File: config.mk
export PLATFORM = sky130hd
export DESIGN_NAME = evt_irq_ctrl
export DESIGN_NICKNAME = d
export VERILOG_FILES = /design/src/rtl/irq_pkg.sv /design/src/rtl/irq_cfg_regs.sv /design/src/rtl/irq_status.sv /design/src/rtl/irq_pulse_gen.sv /design/src/rtl/evt_irq_ctrl.sv
export SDC_FILE = /design/constraint.sdc
export NUM_CORES = 1
export LEC_CHECK = 0
export ABC_CLOCK_PERIOD_IN_PS = 2750
export CAP_MARGIN = 20
export CORE_ASPECT_RATIO = 1.25
export CORE_MARGIN = 10
export CORE_UTILIZATION = 40
export CTS_BUF_LIST = sky130_fd_sc_hd__clkbuf_4
export DETAILED_ROUTE_END_ITERATION = 8
export PLACE_DENSITY = 0.77
export SYNTH_ARGS = -nofsm -noshare
export SYNTH_HDL_FRONTEND = slang
export SYNTH_SLANG_ARGS = --single-unit
File: constraint.sdc
create_clock -name clk_i -period 2.75 [get_ports clk_i]
set_input_delay 0.55 -clock clk_i [delete_from_list [all_inputs] [get_ports clk_i]]
set_output_delay 0.55 -clock clk_i [all_outputs]
set_load 0.01 [all_outputs]
File: src/rtl/irq_pkg.sv
package irq_pkg;
  typedef enum logic [1:0] {
    PIN_PULSE      = 2'b00,
    PIN_LEVEL_SW   = 2'b01,
    PIN_LEVEL_AUTO = 2'b10,
    PIN_LEVEL_ALT  = 2'b11
  } pin_mode_e;
endpackage

File: src/rtl/irq_cfg_regs.sv
module irq_cfg_regs
  import irq_pkg::*;
#(
  parameter int NUM_SRC = 8
) (
  input  logic               clk_i,
  input  logic               rst_ni,
  input  logic               mask_we_i,
  input  logic [NUM_SRC-1:0] mask_wdata_i,
  input  logic               cfg_we_i,
  input  logic [1:0]         cfg_mode_i,
  input  logic               cfg_enh_i,
  output logic [NUM_SRC-1:0] mask_o,
  output pin_mode_e          mode_o,
  output logic               enh_o
);
  always_ff @(posedge clk_i or negedge rst_ni) begin
    if (!rst_ni) begin
      mask_o <= '0;
    end else if (mask_we_i) begin
      mask_o <= mask_wdata_i;
    end
  end

  always_ff @(posedge clk_i or negedge rst_ni) begin
    if (!rst_ni) begin
      mode_o <= PIN_PULSE;
      enh_o  <= 1'b0;
    end else if (cfg_we_i) begin
      mode_o <= pin_mode_e'(cfg_mode_i);
      enh_o  <= cfg_enh_i;
    end
  end
endmodule

File: src/rtl/irq_status.sv
module irq_status #(
  parameter int NUM_SRC = 8
) (
  input  logic               clk_i,
  input  logic               rst_ni,
  input  logic [NUM_SRC-1:0] evt_i,
  input  logic [NUM_SRC-1:0] mask_i,
  input  logic               enh_i,
  input  logic               clr_i,
  output logic [NUM_SRC-1:0] stat_o
);
  logic [NUM_SRC-1:0] qual;

  for (genvar b = 0; b < NUM_SRC; b++) begin : g_bit
    // enhanced policy bypasses the mask for status capture only
    assign qual[b] = evt_i[b] & (enh_i | mask_i[b]);
  end

  // same-cycle events survive a clear
  always_ff @(posedge clk_i or negedge rst_ni) begin
    if (!rst_ni) begin
      stat_o <= '0;
    end else begin
      stat_o <= (clr_i ? '0 : stat_o) | qual;
    end
  end
endmodule

File: src/rtl/irq_pulse_gen.sv
module irq_pulse_gen #(
  parameter int PULSE_LEN = 4
) (
  input  logic clk_i,
  input  logic rst_ni,
  input  logic trig_i,
  output logic active_o
);
  localparam int CW = $clog2(PULSE_LEN + 1);

  logic [CW-1:0] cnt_q;

  always_ff @(posedge clk_i or negedge rst_ni) begin
    if (!rst_ni) begin
      cnt_q <= '0;
    end else if (trig_i) begin
      cnt_q <= CW'(PULSE_LEN);
    end else if (cnt_q != '0) begin
      cnt_q <= cnt_q - CW'(1);
    end
  end

  assign active_o = (cnt_q != '0);
endmodule

File: src/rtl/evt_irq_ctrl.sv
module evt_irq_ctrl
  import irq_pkg::*;
#(
  parameter int NUM_SRC   = 8,
  parameter int PULSE_LEN = 4
) (
  input  logic               clk_i,
  input  logic               rst_ni,
  input  logic [NUM_SRC-1:0] evt_i,
  input  logic               mask_we_i,
  input  logic [NUM_SRC-1:0] mask_wdata_i,
  input  logic               cfg_we_i,
  input  logic [1:0]         cfg_mode_i,
  input  logic               cfg_enh_i,
  input  logic               stat_rd_i,
  input  logic               sw_clr_i,
  output logic [NUM_SRC-1:0] mask_o,
  output logic [1:0]         pin_mode_o,
  output logic               enh_o,
  output logic [NUM_SRC-1:0] stat_o,
  output logic               irq_no
);
  pin_mode_e          mode;
  logic [NUM_SRC-1:0] mask;
  logic [NUM_SRC-1:0] stat;
  logic               enh;
  logic               clr;
  logic               trig;
  logic               pulse_active;
  logic               level_active;

  irq_cfg_regs #(.NUM_SRC(NUM_SRC)) u_cfg (
    .clk_i        (clk_i),
    .rst_ni       (rst_ni),
    .mask_we_i    (mask_we_i),
    .mask_wdata_i (mask_wdata_i),
    .cfg_we_i     (cfg_we_i),
    .cfg_mode_i   (cfg_mode_i),
    .cfg_enh_i    (cfg_enh_i),
    .mask_o       (mask),
    .mode_o       (mode),
    .enh_o        (enh)
  );

  // read-to-clear only in auto mode
  assign clr = sw_clr_i | (stat_rd_i & (mode == PIN_LEVEL_AUTO));

  irq_status #(.NUM_SRC(NUM_SRC)) u_stat (
    .clk_i  (clk_i),
    .rst_ni (rst_ni),
    .evt_i  (evt_i),
    .mask_i (mask),
    .enh_i  (enh),
    .clr_i  (clr),
    .stat_o (stat)
  );

  assign trig = (mode == PIN_PULSE) & (|(evt_i & mask));

  irq_pulse_gen #(.PULSE_LEN(PULSE_LEN)) u_pulse (
    .clk_i    (clk_i),
    .rst_ni   (rst_ni),
    .trig_i   (trig),
    .active_o (pulse_active)
  );

  assign level_active = |(stat & mask);
  assign irq_no       = (mode == PIN_PULSE) ? ~pulse_active : ~level_active;

  assign mask_o     = mask;
  assign pin_mode_o = mode;
  assign enh_o      = enh;
  assign stat_o     = stat;
endmodule

Word-level counts from Yosys, hierarchy flattened
Cells that the tools add are included.
Cells by class
  divide/modulo/power cells: 0
  equal/unequal tests: 1
  reduce and logical (&&, ||, !) cells: 5
  multipliers: 0
  order comparisons: 0
  bitwise logic cells: 24
  mux-type cells: 4
  shift operators: 0
  $add $sub $neg: 1
Operator list (count)
  8-bit bitwise AND: 2
  8-bit OR reduction: 2
  1-bit bitwise AND: 10
  1-bit bitwise OR: 9
  8-bit 2-to-1 mux: 1
  8-bit bitwise OR: 1
  3-bit 2-to-1 mux: 2
  3-bit nonzero test: 1
  3-bit by 1-bit subtractor with 3-bit output (second input constant): 1
  2-bit == test (second input constant): 1
  2-bit zero test: 1
  1-bit inverter: 2
  2-bit nonzero test: 1
  1-bit 2-to-1 mux: 1
Storage, ports and cells
  memory bits (read-only): 0
  output and inout port bits: 20
  RAM bits: 0
  memories kept: 0
  flip-flop bits (word level): 22
  input port bits: 25
  latch bits: 0

Longest topological paths before layout
  depth after elaboration: 5
  gate-level depth with buffers: 5
  mapped depth without buffers: 5

Modules after synthesis
Synthesis repeated with hierarchy kept, for this count alone.
Unflattened totals
  cell total of the unflattened synthesis: 85
  area, all modules: 1037.2 µm²
Modules (own cells, without submodules)
  irq_cfg_regs: times used 1, cells each 23, area each 440.4 µm²
  irq_status: times used 1, cells each 32, area each 310.3 µm²
  irq_pulse_gen: times used 1, cells each 16, area each 177.7 µm²
  evt_irq_ctrl: times used 1, cells each 14, area each 108.9 µm²

Least setup slack after synthesis
No wires, ideal clock.
  path type: register to output
  from: register u_cfg.mask_o[1]
  to: output port irq_no
  path slack: 1.253 ns
  arrival: 0.947 ns
  stages on the path, launching flop included: 4
  cell sequence: dfrtp_1 -> a22oi_1 -> nand4_1 -> mux2i_1
Between the ends
  longest elaborated chain between the ends: 4
Ends and longest elaborated chain
  from (decl): line irq_cfg_regs.sv:13  | output logic [NUM_SRC-1:0] mask_o,
  from (signal assigned): line irq_cfg_regs.sv:21  | mask_o <= mask_wdata_i;
  8-bit bitwise AND: line evt_irq_ctrl.sv:67  | assign level_active = |(stat & mask);
  8-bit OR reduction: line evt_irq_ctrl.sv:67
  1-bit inverter: line evt_irq_ctrl.sv:68  | assign irq_no = (mode == PIN_PULSE) ? ~pulse_active : ~level_active;
  1-bit 2-to-1 mux: line evt_irq_ctrl.sv:68
  to (decl): line evt_irq_ctrl.sv:21  | output logic irq_no
No other way between the ends.

Worst setup path in the final report
  from: register u_cfg.mask_o[6]
  to: output port irq_no
The elaborated chain is that of the path after synthesis.

==> results_tabular.tex <==
\begin{tabular}{lr}
\hline
Metric & Value \\
\hline
\multicolumn{2}{l}{\textbf{Run}} \\
\quad Number of max-cap violations & 0 \\
\multicolumn{2}{l}{\textbf{Placed design}} \\
\quad Placed Area & 1500 um2 \\
\quad Port-buffer cells & 44 \\
\quad Detail Placement HPWL & 2250 um \\
\quad Worst setup timing slack at the placement stage & 707 ps \\
\quad DP Cell Count & 161 \\
\quad Routability Congestion & 0.792 \\
\multicolumn{2}{l}{\textbf{Power and ir drop}} \\
\quad Net Switching & 274 uW \\
\quad Total leakage power & 0.000649 uW \\
\quad Share of total power consumed by net switching & 0.310 \\
\quad Internal power & 610 uW \\
\quad Power per cell area & 579 nW/um2 \\
\quad Comb power frac & 0.349 \\
\quad Maximum vdd ir drop & 0.498 mV \\
\quad Part of the total power dissipated in the clock network & 0.166 \\
\quad Seq pwr share & 0.486 \\
\multicolumn{2}{l}{\textbf{Logic synthesis}} \\
\quad Number of warnings issued by yosys & 0 \\
\quad Syn\_area\_per\_cell & 12.1 um2 \\
\quad Post-synthesis cell type count & 21 \\
\quad Cell taking the most area after synthesis & dfrtp\_1 \\
\quad Post-Syn Area & 1010 um2 \\
\quad Area contributors post-synth & dfrtp\_1, mux2\_2, o21ai\_0, a22oi\_2, inv\_1 \\
\quad Sequential fraction of the synthesis area & 0.543 \\
\quad Post-synthesis cell count & 84 \\
\quad Synthesized netlist net count & 111 \\
\quad Area share of the leading cell type in the synthesized netlist & 0.543 \\
\quad Number of storage elements in the synthesis netlist & 22 \\
\multicolumn{2}{l}{\textbf{Worst setup path}} \\
\quad Crit path max-delay cell type & clkdlybuf4s50\_1 \\
\quad Dominant delay contributor by cell family on the critical path & buffers and inverters \\
\quad Endpoint of the worst-slack reg-to-reg timing path & u\_pulse.cnt\_q[2] \\
\quad Worst r2r src & u\_cfg.mask\_o[2] \\
\quad Nature of the critical path startpoint & flip-flop \\
\quad Critical path, cell by cell & a22oi\_1 > nand4\_1 > mux2i\_1 > clkdlybuf4s50\_1 \\
\quad Kind of end point of the critical path & primary output \\
\quad Data required time at the worst endpoint & 2200 ps \\
\quad Crit-path max FO & 5 \\
\quad Register-to-Register Setup Slack & 1490 ps \\
\quad Buf/Inv on CP & 1 \\
\quad Critical path's largest stage delay & 580 ps \\
\quad Category of the critical setup timing path & reg2out \\
\quad Cells on worst reg2reg path & 3 \\
\quad Crit path arrival time & 1860 ps \\
\multicolumn{2}{l}{\textbf{Timing}} \\
\quad Transition time of the tightest slew-check pin & 557 ps \\
\quad Hold violation total from the final report & 0 \\
\quad Number of max-slew violations in the final report & 0 \\
\quad Rel. slew slack & 0.628 \\
\quad Fraction of the cycle the final worst path needs & 0.877 \\
\quad Post-Route Setup TNS & 0 ps \\
\quad Fmax & 415 MHz \\
\quad Setup ws final & 339 ps \\
\quad Period minus WS final & 2410 ps \\
\quad Worst hold slack & 572 ps \\
\quad Setup repair after global routing missed its margin & false \\
\quad Post-Route Skew & 12.9 ps \\
\quad Number of failing setup endpoints in the final timing report & 0 \\
\multicolumn{2}{l}{\textbf{Global route}} \\
\quad Antenna violations before repair & 0 \\
\quad Vias in the first global route & 937 \\
\quad Global-route wire length before repair & 4500 um \\
\quad Total grt overflow & 0 \\
\quad Pin count of the biggest net entering global routing & 23 \\
\quad Total routing usage reported by global routing & 0.111 \\
\multicolumn{2}{l}{\textbf{Clock tree}} \\
\quad Post-CTS Hold Fix Bufs & 0 \\
\quad TritonCTS Sinks & 22 \\
\quad Clock slew at the register clock pins of the worst setup and hold paths & 120 ps \\
\quad Worst skew pair latency & 310 ps \\
\quad Post-CTS Repair Setup Buffers & 0 \\
\quad Resize count post-CTS & 0 \\
\quad Maximum clock insertion buffer count & 2 \\
\quad Clock tree root driver cell & clkbuf\_4 \\
\quad CTS tree & built \\
\quad Clock buffers created by TritonCTS & 3 \\
\quad Htree depth & 1 \\
\multicolumn{2}{l}{\textbf{Finish}} \\
\quad Leading cell types in the layout, fill and taps excluded & clkdlybuf4s50\_1, dfrtp\_1, o21ai\_0 \\
\quad Area growth from synthesis to layout & 50.3\% \\
\quad Fraction of layout instances using a drive strength above 1 & 0.159 \\
\quad N\_diodes & 0 \\
\quad Most common cell after layout, fill and taps aside & clkdlybuf4s50\_1 \\
\quad Layout net count & 160 \\
\quad Layout fillers & 197 \\
\quad Summed area of non-filler cells in the final layout & 1530 um2 \\
\quad Post-route non-filler standard cell count & 165 \\
\multicolumn{2}{l}{\textbf{Die}} \\
\quad Core area & 2430 um2 \\
\quad Area of the die & 4960 um2 \\
\quad Die boundary height & 76.3 um \\
\quad Floorplan row count & 20 \\
\quad Number of ports placed on the die boundary & 45 \\
\quad Width of the die & 65.1 um \\
\quad Initial Utilization & 0.418 \\
\multicolumn{2}{l}{\textbf{Drt}} \\
\quad Detailed Route WL & 2740 um \\
\quad Detailed-route wire length per cell & 16.6 um \\
\quad Count of nets left with antenna violations after detail routing & 0 \\
\quad Post-DR vias/cell & 5.09 \\
\quad Number of DRC markers in iteration 0 & 24 \\
\quad Number of search-and-repair iterations in the first detailed-routing pass & 2 \\
\quad Via Count & 840 \\
\quad DRC & 0 \\
\multicolumn{2}{l}{\textbf{Hold path}} \\
\quad Kind of path behind the tightest hold check & in2async \\
\multicolumn{2}{l}{\textbf{Outcome}} \\
\quad Result of the run & complete, no violations \\
\hline
\end{tabular}
[worst max path at each step]
stage                                from     end  cells past startpoint
after floorplan           u_cfg.mask_o[1]  irq_no                      3
after global placement    u_cfg.mask_o[0]  irq_no                      4
after detailed placement  u_cfg.mask_o[2]  irq_no                      4
after CTS                 u_cfg.mask_o[2]  irq_no                      4
after global routing      u_cfg.mask_o[2]  irq_no                      4
final                     u_cfg.mask_o[6]  irq_no                      4
[worst reg2reg max path, cell delays in order (launching register included)]
cell and delay [ps]:
dfrtp_1 450, a22oi_2 240, a41oi_2 190, a211o_1 260
[synth_stat cells]
| master | instances |
|---|---|
| nand2_1 | 1 |
| dfrtp_1 | 22 |
| inv_1 | 10 |
| nand2b_1 | 1 |
| a22oi_1 | 4 |
| mux2_2 | 11 |
| nor2_1 | 3 |
| o21bai_1 | 1 |
| nor2b_1 | 1 |
| xnor2_1 | 1 |
| nand4_1 | 1 |
| a22oi_4 | 1 |
| or2_1 | 1 |
| a22oi_2 | 3 |
| mux2i_1 | 1 |
| a41oi_2 | 1 |
| a211o_1 | 1 |
| buf_2 | 1 |
| a211oi_2 | 1 |
| o21ai_0 | 16 |
| ha_1 | 2 |
[cells by family after synthesis]
| family | after synthesis | share of synthesized area |
|---|---|---|
| compound gates | 28 | 0.211 |
| xor+xnor | 1 | 0.00863 |
| fa+ha+maj | 2 | 0.0247 |
| buf+inv | 11 | 0.0419 |
| flops | 22 | 0.543 |
| mux | 12 | 0.132 |
| simple gates | 8 | 0.0395 |
[through the flow]
step,utilization,power (uW)
6_report,0.628,884
5_1_grt,0.628,947
2_1_floorplan,-,590
3_5_place_dp,0.618,749
4_1_cts,0.628,896
3_3_place_gp,0.618,733
[sequential cells by signal, summed over array words and instances (netlist names)]
| register | count |
|---|---|
| u_pulse.cnt_q | 3 |
| u_cfg.mask_o | 8 |
| u_stat.stat_o | 8 |
| u_cfg.enh_o | 1 |
| u_cfg.mode_o | 2 |
[area by class of cell]
type	count	area [um2]	share of cell area
Clock buffer	3	22.5	0.0148
Clock inverter	1	3.75	0.00246
Inverter	10	37.5	0.0246
Multi-Input combinational cell	51	422	0.276
Sequential cell	22	551	0.361
Tap cell	33	41.3	0.0271
Timing Repair Buffer	45	448	0.294
[metal layers]
metal | vias up | global-route usage | routed length [um]
met5 | - | 0 | 0
met4 | 0 | 0.0258 | 19
met3 | 2 | 0.0456 | 191
met2 | 28 | 0.201 | 1470
met1 | 413 | 0.115 | 1060
li1 | 397 | - | -
[power groups by stage]
stage	sequential [uW]	combinational [uW]	clock, uW
2_1_floorplan	440	150	0
3_3_place_gp	433	301	0
3_5_place_dp	436	313	0
4_1_cts	429	314	152
5_1_grt	439	343	166
6_report	429	308	146
(Power assumes the default switching activity.)
